==> src/rtl/cntcmd_pkg.sv <==
package cntcmd_pkg;
  localparam int NUM_CNT     = 3;
  localparam int NUM_ACT     = 2;
  localparam int BIT_ZERO    = 3;
  localparam int BIT_CAPTURE = 4;
  localparam int BIT_ACT0    = 5;

  typedef struct packed {
    logic [NUM_CNT-1:0] cntRst;
    logic               zeroEn;
    logic               capture;
  } cmd_strobe_t;
endpackage

==> src/rtl/cntcmd_ctrl.sv <==
module cntcmd_ctrl
  import cntcmd_pkg::*;
#(
  parameter int ADDR_W   = 8,
  parameter int DATA_W   = 8,
  parameter logic [ADDR_W-1:0] CMD_ADDR = 8'h30
) (
  input  logic                 clk,
  input  logic                 rstN,
  input  logic                 wrEn,
  input  logic [ADDR_W-1:0]    wrAddr,
  input  logic [DATA_W-1:0]    wrData,
  input  logic                 mode24,
  output cmd_strobe_t          strobe,
  output logic [NUM_CNT-1:0]   cntRstPulse,
  output logic                 zeroEnPulse,
  output logic                 capturePulse,
  output logic [NUM_ACT-1:0]   actOut
);
  localparam int TOP_USED = BIT_ACT0 + NUM_ACT;

  logic hit;
  logic unusedHighBits;

  assign hit = wrEn && (wrAddr == CMD_ADDR);
  assign unusedHighBits = ^wrData[DATA_W-1:TOP_USED];

  always_comb begin
    strobe         = '0;
    strobe.cntRst  = hit ? wrData[NUM_CNT-1:0] : '0;
    strobe.zeroEn  = hit && wrData[BIT_ZERO];
    strobe.capture = hit && wrData[BIT_CAPTURE] && mode24;
  end

  for (genvar i = 0; i < NUM_CNT; i++) begin : g_rst
    always_ff @(posedge clk or negedge rstN) begin
      if (!rstN) cntRstPulse[i] <= 1'b0;
      else       cntRstPulse[i] <= strobe.cntRst[i];
    end
  end

  always_ff @(posedge clk or negedge rstN) begin
    if (!rstN) begin
      zeroEnPulse  <= 1'b0;
      capturePulse <= 1'b0;
    end else begin
      zeroEnPulse  <= strobe.zeroEn;
      capturePulse <= strobe.capture;
    end
  end

  for (genvar a = 0; a < NUM_ACT; a++) begin : g_act
    always_ff @(posedge clk or negedge rstN) begin
      if (!rstN)    actOut[a] <= 1'b0;
      else if (hit) actOut[a] <= wrData[BIT_ACT0 + a];
    end
  end
endmodule

==> src/rtl/cntcmd_data.sv <==
module cntcmd_data
  import cntcmd_pkg::*;
#(
  parameter int COUNT_W = 24
) (
  input  logic               clk,
  input  logic               rstN,
  input  cmd_strobe_t        strobe,
  input  logic [COUNT_W-1:0] countIn,
  output logic [COUNT_W-1:0] tp1,
  output logic [COUNT_W-1:0] tp2
);
  logic unusedStrobe;
  assign unusedStrobe = strobe.zeroEn ^ (^strobe.cntRst);

  always_ff @(posedge clk or negedge rstN) begin
    if (!rstN) begin
      tp1 <= '0;
      tp2 <= '0;
    end else if (strobe.capture) begin
      tp2 <= tp1;
      tp1 <= countIn;
    end
  end
endmodule

==> src/rtl/cntcmd_top.sv <==
module cntcmd_top
  import cntcmd_pkg::*;
#(
  parameter int ADDR_W  = 8,
  parameter int DATA_W  = 8,
  parameter int COUNT_W = 24,
  parameter logic [ADDR_W-1:0] CMD_ADDR = 8'h30
) (
  input  logic               clk,
  input  logic               rstN,
  input  logic               wrEn,
  input  logic [ADDR_W-1:0]  wrAddr,
  input  logic [DATA_W-1:0]  wrData,
  input  logic [COUNT_W-1:0] countIn,
  input  logic               mode24,
  output logic [NUM_CNT-1:0] cntRstPulse,
  output logic               zeroEnPulse,
  output logic               capturePulse,
  output logic [NUM_ACT-1:0] actOut,
  output logic [COUNT_W-1:0] tp1,
  output logic [COUNT_W-1:0] tp2
);
  cmd_strobe_t strobe;

  cntcmd_ctrl #(
    .ADDR_W(ADDR_W), .DATA_W(DATA_W), .CMD_ADDR(CMD_ADDR)
  ) u_ctrl (
    .clk(clk), .rstN(rstN), .wrEn(wrEn), .wrAddr(wrAddr), .wrData(wrData),
    .mode24(mode24), .strobe(strobe), .cntRstPulse(cntRstPulse),
    .zeroEnPulse(zeroEnPulse), .capturePulse(capturePulse), .actOut(actOut)
  );

  cntcmd_data #(.COUNT_W(COUNT_W)) u_data (
    .clk(clk), .rstN(rstN), .strobe(strobe), .countIn(countIn),
    .tp1(tp1), .tp2(tp2)
  );
endmodule

==> config.mk <==
export PLATFORM = sky130hd
export DESIGN_NAME = cntcmd_top
export DESIGN_NICKNAME = d
export VERILOG_FILES = /design/src/rtl/cntcmd_pkg.sv /design/src/rtl/cntcmd_ctrl.sv /design/src/rtl/cntcmd_data.sv /design/src/rtl/cntcmd_top.sv
export SDC_FILE = /design/constraint.sdc
export NUM_CORES = 1
export LEC_CHECK = 0
export ABC_AREA = 1
export BUFFER_PORTS_ARGS = -buffer_cell sky130_fd_sc_hd__buf_2
export CORE_ASPECT_RATIO = 1.4
export CORE_MARGIN = 2
export CORE_UTILIZATION = 46
export DETAILED_ROUTE_END_ITERATION = 10
export GPL_ROUTABILITY_DRIVEN = 1
export PLACE_DENSITY = 0.79
export SLEW_MARGIN = 20
export SYNTH_ARGS = -nofsm -noshare
export SYNTH_HDL_FRONTEND = slang
export SYNTH_SLANG_ARGS = --single-unit
==> constraint.sdc <==
create_clock -name clk -period 0.8 [get_ports clk]
set_input_delay 0.04 -clock clk [delete_from_list [all_inputs] [get_ports clk]]
set_output_delay 0.04 -clock clk [all_outputs]
set_load 0.01 [all_outputs]
### Word level (Yosys, flattened, before mapping)

Index checks and enable logic that the tools add are counted.

| word-level totals | value |
|---|---|
| logic and storage cells | 15 |
| flip-flop bits (word level) | 55 |

| operators by class | value |
|---|---|
| multiplexer cells | 1 |
| equal/unequal tests | 1 |
| reduce and logical (&&, ||, !) cells | 4 |

Operators with widths:

| cell | number |
|---|---|
| == test 8 x 6 -> 1 bit (second input constant) | 1 |
| logical AND 1 bit | 4 |
| 2-to-1 mux 3 bit | 1 |

### Logic depth before layout (Yosys ltp)

Gate-level depths: netlist (run 1).

| logic depth | value |
|---|---|
| depth in word-level cells | 4 |
| mapped depth | 9 |
| mapped depth without buffers | 7 |

### Modules after synthesis

Synthesis (run 1) repeated with hierarchy kept, for this count alone.

| second synthesis, totals | value |
|---|---|
| cell total of the unflattened synthesis | 241 |
| area, all modules | 2,138.3 um^2 |

By module, submodules not included:

| module | area each (um^2) | instances | cells an instance | seq. area each (um^2) |
|---|---|---|---|---|
| cntcmd_data | 1,805.5 | 1 | 203 | 1,201.2 |
| cntcmd_ctrl | 332.8 | 1 | 38 | 175.2 |

### Least setup slack after synthesis (run 1)

No wires, ideal clock.

| path | value |
|---|---|
| path type | input port to flip-flop |
| from | input port wrAddr[7] |
| to | register u_data.tp1[10] |
| arrival | 0.760 ns |
| buffers on the path | 2 |
| required time | 0.683 ns |
| stages | 8 |
| path slack | -0.077 ns |
| path through | nor2_1 -> nand2_1 -> nor2_1 -> nand3_2 -> buf_6 -> buf_6 -> nand2_1 -> nand2_1 |

| between the ends | value |
|---|---|
| word-level cells in the longest chain between the ends | 4 |

Ends and longest elaborated chain:

| item | RTL line | RTL |
|---|---|---|
| start: declaration | cntcmd_top.sv:12 | `input logic [ADDR_W-1:0] wrAddr,` |
| == test 8 x 6 -> 1 bit | cntcmd_ctrl.sv:25 | `assign hit = wrEn && (wrAddr == CMD_ADDR);` |
| logical AND 1 bit | cntcmd_ctrl.sv:25 |  |
| logical AND 1 bit (2 in a row) | cntcmd_ctrl.sv:32 | `strobe.capture = hit && wrData[BIT_CAPTURE] && mode24;` |
| end signal: assignment | cntcmd_data.sv:22 | `tp1 <= countIn;` |
| end: declaration | cntcmd_data.sv:10 | `output logic [COUNT_W-1:0] tp1,` |

No other way between the ends.
A chain may end at the register's enable or synchronous reset.

### Worst setup path after layout (run 1)

| path | value |
|---|---|
| from | register u_data.tp2[17] |
| to | output port tp2[17] |

RTL lines:

| item | RTL line | RTL |
|---|---|---|
| start: declaration | cntcmd_data.sv:11 | `output logic [COUNT_W-1:0] tp2` |
| start signal: assignment | cntcmd_data.sv:21 | `tp2 <= tp1;` |
| end: declaration | cntcmd_top.sv:21 | `output logic [COUNT_W-1:0] tp2` |

No word-level cell between the ends.

==> results of run 1 <==
[final cells by class]
class | count | area share (%)
timing repair buffer | 179 | 35.9
inverter | 11 | 1.27
clock buffer | 6 | 1.99
clock inverter | 1 | 0.823
multi-input combinational | 165 | 20.1
sequential | 55 | 37.7
tap | 62 | 2.13
[metrics by stage]
step,instance area (um^2),power (uW),utilization [%]
final,3650,5070,79.8
after global routing,3650,5250,79.8
after CTS,3500,5070,76.6
after detailed placement,2820,3190,61.7
after global placement,2820,3190,61.7
after floorplan,2220,2960,-
[synth_stat cells]
cell type / count / area [um^2]
nand2_1: 106 / 398
clkbuf_1: 4 / 15.0
buf_6: 2 / 22.5
nand3_1: 49 / 245
nor2_2: 2 / 12.5
nor2_1: 7 / 26.3
inv_1: 11 / 41.3
buf_2: 4 / 20.0
buf_4: 5 / 37.5
dfrtp_1: 55 / 1380
nand3_2: 1 / 10.0
[flip-flops by register name, summed over array words and instances (netlist names)]
| signal | flops |
|---|---|
| u_data.tp2 | 24 |
| u_ctrl.capturePulse | 1 |
| u_ctrl.actOut | 2 |
| u_ctrl.cntRstPulse | 3 |
| u_data.tp1 | 24 |
| u_ctrl.zeroEnPulse | 1 |
[final timing paths]
path	start	to	slack (ns)	cells after the start
max	u_data.tp2[17]	tp2[17]	-0.1	1
min	rstN	u_data.tp2[10]	0.14	2
max reg2reg	u_data.tp2[12]	u_data.tp2[12]	-0.04	4
min reg2reg	u_ctrl.actOut[1]	u_ctrl.actOut[1]	0.47	2
max in group asynchronous	rstN	u_data.tp2[1]	0.23	3
min in group clk	wrAddr[1]	u_ctrl.cntRstPulse[0]	0.28	6
[metal layers]
layer  vias up  wire (um)  track usage, %
li1       1110          -               -
met1      1075       2360            26.8
met2        91       3380            42.8
met3        21        275            3.28
met4         0        189            10.3
met5         -          0               0
[logic make-up (layout without fill, tap and decap cells)]
logic type	count (synthesis)	after routing	synth area share, %
buf+inv	26	197	6.19
flops	55	55	62.4
simple gates	165	165	31.4
[where the power goes]
group          switching [uW]  internal (uW)
Combinational             218            264
Sequential               13.9           2800
Clock                     850            919
[repair_timing]
| item | CTS | global route |
|---|---|---|
| hold endpoints to repair | 85 | 0 |
| endpoints found under the setup margin | 55 | 62 |
| buffers inserted | 34 | 12 |
| pin swaps | 0 | 4 |
| gates resized for setup | 2 | 15 |
| hold buffers | 31 | 0 |
==> impl_metrics.toml, run 1 <==
[status]
status = "complete, but fails checks"
violations = "negative setup slack"

[detailed_routing]
viasPerCell = 4.80
vias = 2297
routedWlPerCell_um = 13.0
antenna_left = 0
drtPass1Iterations = 4
route.detailed.drc = 0
finalWirelength_um = 6210
drtIter0Drc = 152

[timing]
period_share_pct = 112
min_period_ns = 0.896
finalMaxSlewViolations = 0
relSlewSlack_pct = 81.9
hold_slack_ns = 0.139
worst_pin_slew_ns = 0.272
fin_skew_ns = 0.00767
rsz0062_at_grt = "yes"
fmax_mhz = 1120
hold_viol = 0
setup_viol = 58
fin_ws_ns = -0.0960
setup_tns_ns = -3.95

[cells_and_area]
multi_input_area_um2 = 734
synthToLayoutAreaGrowth_pct = 65.5
nets = 461
stdcell_count = 479
final_cell_mix = "nand2_1 (102), buf_2 (89), dfrtp_1 (55), nand3_1 (46), buf_4 (43)"
layout_commonest_cell = "nand2_1"
n_antenna_cell = 0
drive_above_1_share_pct = 39.8
ff_latch_area_mm2 = 0.00138
fillers = 324

[cts]
insertion_delay_ns = 0.30
clock-sinks = 55
cts.reportedPaths.clkPinSlew_ns = 0.10
cts_tree = "yes"
root_buffer = "clkbuf_8"
clock_path_buffers = 2
cts_made_buffers = 5
htreeDepth = 2

[global_routing]
antenna_found_initial = 0
track_usage_pct = 23.2
grt_max_degree = 49
grt_pass1_wl_um = 9850
grt_pass1_vias = 2243
grt.overflow.total = 0

[setup_path]
slowest_delay_ns = 0.40
startpoint_type = "flip-flop"
cp.required_ns = 0.76
endpoint_kind = "primary output"
critPathArrivalTime_ns = 0.86
cp_num_buf_inv = 1
crit_path_top_delay_cell = "dfrtp_1"
crit_type = "flip-flop to primary output"
crit_family = "flip-flops"
critPathMaxFanout = 2
crit_chain = "buf_2"

[power_and_ir_drop]
ir_worst_vdd_mv = 1.16
leakagePower_uw = 0.00223
p_per_area_mw_per_mm2 = 1390

[placement]
dp_hpwl_um = 3510
numPlacedInstances = 397
place.gp.congestion = 0.782
io_buffers = 97
place_ws_ns = -0.215

[synth]
syn_inst = 246
yosysWarnings = 0
synth.net_count = 290
yosysSeqAreaShare_pct = 62.4
ys_seq_elements = 55
avgSynthCellArea_um2 = 8.96
netlist_area_mm2 = 0.00220
synth_cell_types = 11

[die]
io_pins = 99
initial_utilization_pct = 48.2
core.rowCount = 29
die_x_um = 62.5
dieArea_mm2 = 0.00537
coreArea_mm2 = 0.00457
fp.dieH_um = 85.9

[job]
max-cap-violations = 0

[min_path]
hold_path.class = "input pin to asynchronous set/reset pin"
(Power assumes the default switching activity.)
==> inputs of run 2 (changes only) <==
- REMOVE_ABC_BUFFERS: default -> 1
==> run 2 against run 1 <==
The flow still finishes with violations (negative setup slack). Hold slack gained 0.041 ns. Utilization is the same. Sequential power is essentially flat. Routed wire length grew 5.1%. Fmax shrank 1.0%. Die area is the same. Total power shrank 2.6%. Clock skew shrank 0.0036 ns. Clock power shrank 7%. Register-to-register slack is essentially flat. Setup slack lost 0.0095 ns.
==> impl_metrics.toml, run 2 (synthesis results as in run 1) <==
[cells_and_area]
n_antenna_cell = 0
top_regs = "u_data.tp1: 24 flops, u_data.tp2: 24 flops, u_ctrl.cntRstPulse: 3 flops"
layout_commonest_cell = "nand2_1"
nets = 464
ff_latch_area_mm2 = 0.00138
final_area_mm2 = 0.00365
synthToLayoutAreaGrowth_pct = 65.5
final_cell_mix = "nand2_1 (105), buf_2 (90), dfrtp_1 (55), nand3_1 (47), buf_4 (46)"
multi_input_area_um2 = 712
fillers = 303
fin_util_pct = 79.8
drive_above_1_share_pct = 39.2

[setup_path]
critPathArrivalTime_ns = 0.87
rr_worst_depth = 4
crit_path_top_delay_cell = "dfrtp_1"
cp.required_ns = 0.76
cp_num_buf_inv = 1
cp.depth = 1
slowest_delay_ns = 0.41
startpoint_type = "flip-flop"
crit_chain = "buf_2"
endpoint_kind = "primary output"
crit_type = "flip-flop to primary output"
crit_family = "flip-flops"
critPathMaxFanout = 2

[timing]
relSlewSlack_pct = 78.0
period_share_pct = 113
hold_slack_ns = 0.180
worst_pin_slew_ns = 0.330
rsz0062_at_grt = "yes"
fin_skew_ns = 0.00404
fin_ws_ns = -0.105
hold_viol = 0
fmax_mhz = 1100
finalMaxSlewViolations = 0
min_period_ns = 0.905
setup_viol = 61

[detailed_routing]
routedWlPerCell_um = 13.5
drtIter0Drc = 91
drtPass1Iterations = 4
vias = 2356
viasPerCell = 4.88
finalWirelength_um = 6520
route.detailed.drc = 0
antenna_left = 0

[cts]
clock-sinks = 55
insertion_delay_ns = 0.30
cts_made_buffers = 5
htreeDepth = 2
cts.reportedPaths.clkPinSlew_ns = 0.09
cts_tree = "yes"
clock_path_buffers = 2
root_buffer = "clkbuf_8"

[die]
io_pins = 99
core.rowCount = 29
dieArea_mm2 = 0.00537
die_x_um = 62.5
initial_utilization_pct = 48.2
coreArea_mm2 = 0.00457
fp.dieH_um = 85.9

[global_routing]
grt_pass1_wl_um = 9890
grt_max_degree = 50
grt_pass1_vias = 2170
grt.overflow.total = 0
antenna_found_initial = 0
track_usage_pct = 23.5

[power_and_ir_drop]
p_per_area_mw_per_mm2 = 1350
leakagePower_uw = 0.00225
p_total_uw = 4930
ir_worst_vdd_mv = 1.15

[placement]
dp_hpwl_um = 3460
place.gp.congestion = 0.749
post_dp_cell_area_mm2 = 0.00282
io_buffers = 97

[status]
status = "complete, but fails checks"
violations = "negative setup slack"

[job]
max-cap-violations = 0

[min_path]
hold_path.class = "input pin to asynchronous set/reset pin"
[run 2: metal layers]
metal / part of all wire, % / up-vias / track usage, %
met4: 3.5 / 0 / 10.9
li1: - / 1122 / -
met5: 0 / - / 0
met1: 37 / 1117 / 28.2
met3: 4.5 / 16 / 4.33
met2: 55 / 101 / 41.2
[run 2: final timing paths]
check / startpoint / to / slack [ns]
worst max-delay path: u_data.tp1[7] / tp1[7] / -0.11
worst min-delay path: rstN / u_data.tp1[14] / 0.18
worst max register to register: u_data.tp2[9] / u_data.tp2[9] / -0.05
worst min register to register: u_data.tp2[15] / u_data.tp2[15] / 0.49
max in group asynchronous: rstN / u_data.tp2[21] / 0.17
min in group clk: wrData[4] / u_data.tp2[18] / 0.30
[run 2: cell type report]
cell class	count	share of cell area, %
clock buffers	8	2.74
inverters	11	1.13
multi-input cells	165	19.5
flip-flops and latches	55	37.7
well taps	62	2.13
repair buffers	182	36.8
[run 2: power breakdown]
| group | switching [uW] | internal [uW] | total [uW] | leakage [uW] |
|---|---|---|---|---|
| clock | 850 | 792 | 1640 | 0.0000515 |
| combinational | 215 | 262 | 477 | 0.00143 |
| sequential | 14.9 | 2800 | 2820 | 0.000767 |
| total | 1080 | 3850 | 4930 | 0.00225 |
[run 2: timing repair]
action / 4_1_cts / 5_1_grt
cloned: 0 / 1
setup endpoints to repair: 55 / 62
gates resized for setup: 3 / 9
endpoints found under the hold margin: 85 / 0
hold buffers: 31 / 0
pin swaps: 0 / 1
buffers inserted: 28 / 15
[run 2: through the flow]
stage	setup TNS (ns)	instances	setup slack, ns
after floorplan	-57.40	231	-1.07
after global placement	-10.40	400	-0.209
after detailed placement	-11.22	400	-0.234
after CTS	-4.02	467	-0.0964
after global routing	-6.38	483	-0.134
final	-4.09	483	-0.105
==> inputs of run 3 (changes only) <==
--- a/constraint.sdc
+++ b/constraint.sdc
@@ -3,2 +3,2 @@
 set_output_delay 0.04 -clock clk [all_outputs]
-set_load 0.01 [all_outputs]
+set_load 0.005 [all_outputs]
==> run 3 against run 2 <==
The run still ends with negative setup slack left. Sequential cell count did not move. Cell area fell by 1.5%. Combinational power fell by 3%. Largest power group unchanged. Highest routed layer unchanged.
==> impl_metrics.toml, run 3 (synthesis results as in run 1) <==
[status]
status = "complete, but fails checks"
violations = "negative setup slack"

[setup_path]
slowest_delay_ns = 0.41
reg2reg_slack_ns = -0.03
critPathArrivalTime_ns = 0.85
cp.required_ns = 0.76
crit_family = "flip-flops"
critPathMaxFanout = 3
crit_type = "flip-flop to primary output"
crit_path_top_delay_cell = "dfrtp_1"
crit_chain = "buf_2"
cp-endpoint = "tp1[17]"
rr_worst_depth = 4
r2r-end = "u_data.tp2[9]"
cp.depth = 1
timing.rr.start = "u_data.tp2[9]"
endpoint_kind = "primary output"
startpoint_type = "flip-flop"
cp_num_buf_inv = 1
crit_start = "u_data.tp1[17]"

[cells_and_area]
n_antenna_cell = 0
layout_commonest_cell = "nand2_1"
final_area_mm2 = 0.00359
drive_above_1_share_pct = 39.0
synthToLayoutAreaGrowth_pct = 63.0
final_cell_mix = "nand2_1 (105), buf_2 (97), dfrtp_1 (55), nand3_1 (47), buf_4 (46)"
top_regs = "u_data.tp1: 24 flops, u_data.tp2: 24 flops, u_ctrl.cntRstPulse: 3 flops"
nets = 463
fin_util_pct = 78.6

[placement]
post_dp_cell_area_mm2 = 0.00282
place_ws_ns = -0.234
io_buffers = 97
dp_hpwl_um = 3460
place.gp.congestion = 0.749

[cts]
clock-sinks = 55
root_buffer = "clkbuf_8"
cts.reportedPaths.clkPinSlew_ns = 0.09
clock_path_buffers = 2
cts_tree = "yes"
htreeDepth = 2
cts_made_buffers = 5
insertion_delay_ns = 0.30

[die]
coreArea_mm2 = 0.00457
initial_utilization_pct = 48.2
io_pins = 99
dieArea_mm2 = 0.00537
fp.dieH_um = 85.9
die_x_um = 62.5
core.rowCount = 29

[global_routing]
track_usage_pct = 23.2
grt.overflow.total = 0
antenna_found_initial = 0
grt_pass1_vias = 2165
grt_pass1_wl_um = 9760
grt_max_degree = 50

[detailed_routing]
viasPerCell = 4.84
vias = 2335
drtIter0Drc = 80
antenna_left = 0
finalWirelength_um = 6430
routedWlPerCell_um = 13.3
route.detailed.drc = 0
drtPass1Iterations = 4

[timing]
fin_ws_ns = -0.0860
fmax_mhz = 1130
relSlewSlack_pct = 78.4
period_share_pct = 111
fin_skew_ns = 0.00368
hold_viol = 0
hold_slack_ns = 0.178
min_period_ns = 0.886
worst_pin_slew_ns = 0.324
finalMaxSlewViolations = 0
rsz0062_at_grt = "yes"
setup_viol = 59

[power_and_ir_drop]
leakagePower_uw = 0.00224
ir_worst_vdd_mv = 1.15
p_per_area_mw_per_mm2 = 1370

[min_path]
hold_path.class = "input pin to asynchronous set/reset pin"

[job]
max-cap-violations = 0
[run 3: cell types whose count changed in the layout (fill, tap and decap cells not counted)]
cell,previous run,this run
buf_2,90,97
buf_6,8,0
[run 3: how the worst min path moves through the flow]
| stage | end | slack, ns | cells past startpoint |
|---|---|---|---|
| 2_1_floorplan | u_ctrl.actOut[0] | -0.26 | 0 |
| 3_3_place_gp | u_data.tp1[4] | -0.05 | 1 |
| 3_5_place_dp | u_data.tp1[4] | -0.05 | 1 |
| 4_1_cts | u_data.tp1[4] | 0.16 | 2 |
| 5_1_grt | u_data.tp1[4] | 0.19 | 2 |
| 6_report | u_data.tp1[4] | 0.18 | 2 |
[run 3: layer usage]
metal | GRT usage [%] | routed length, um
met5 | 0 | 0
met1 | 28.0 | 2450
met2 | 39.5 | 3330
met3 | 4.20 | 314
met4 | 12.9 | 328
[run 3: what timing repair did]
item                                   CTS  global route
hold buffers                            31             0
setup buffers                           28            14
cloned                                   0             1
setup endpoints to repair               55            60
resized for setup                        0             4
pin swaps                                0             1
endpoints found under the hold margin   85             0
[run 3: power by group]
part	switching (uW)	internal (uW)	total, uW
sequential	14.0	2800	2810
combinational	205	259	463
clock	836	791	1630
[run 3: cell type report]
type / count / area [um^2]
Sequential cell: 55 / 1380
Inverter: 11 / 41.3
Timing Repair Buffer: 181 / 1290
Multi-Input combinational cell: 165 / 712
Tap cell: 62 / 77.6
Clock buffer: 8 / 100
Fill cell: 322 / 978
[run 3: per-stage QoR]
| stage | instances | total power (uW) | TNS (ns) |
|---|---|---|---|
| global placement | 400 | 3170 | -10.40 |
| CTS | 467 | 4920 | -3.34 |
| detailed placement | 400 | 3170 | -11.22 |
| finish | 482 | 4910 | -3.30 |
| floorplan | 231 | 2940 | -57.40 |
| global route | 482 | 5110 | -5.39 |
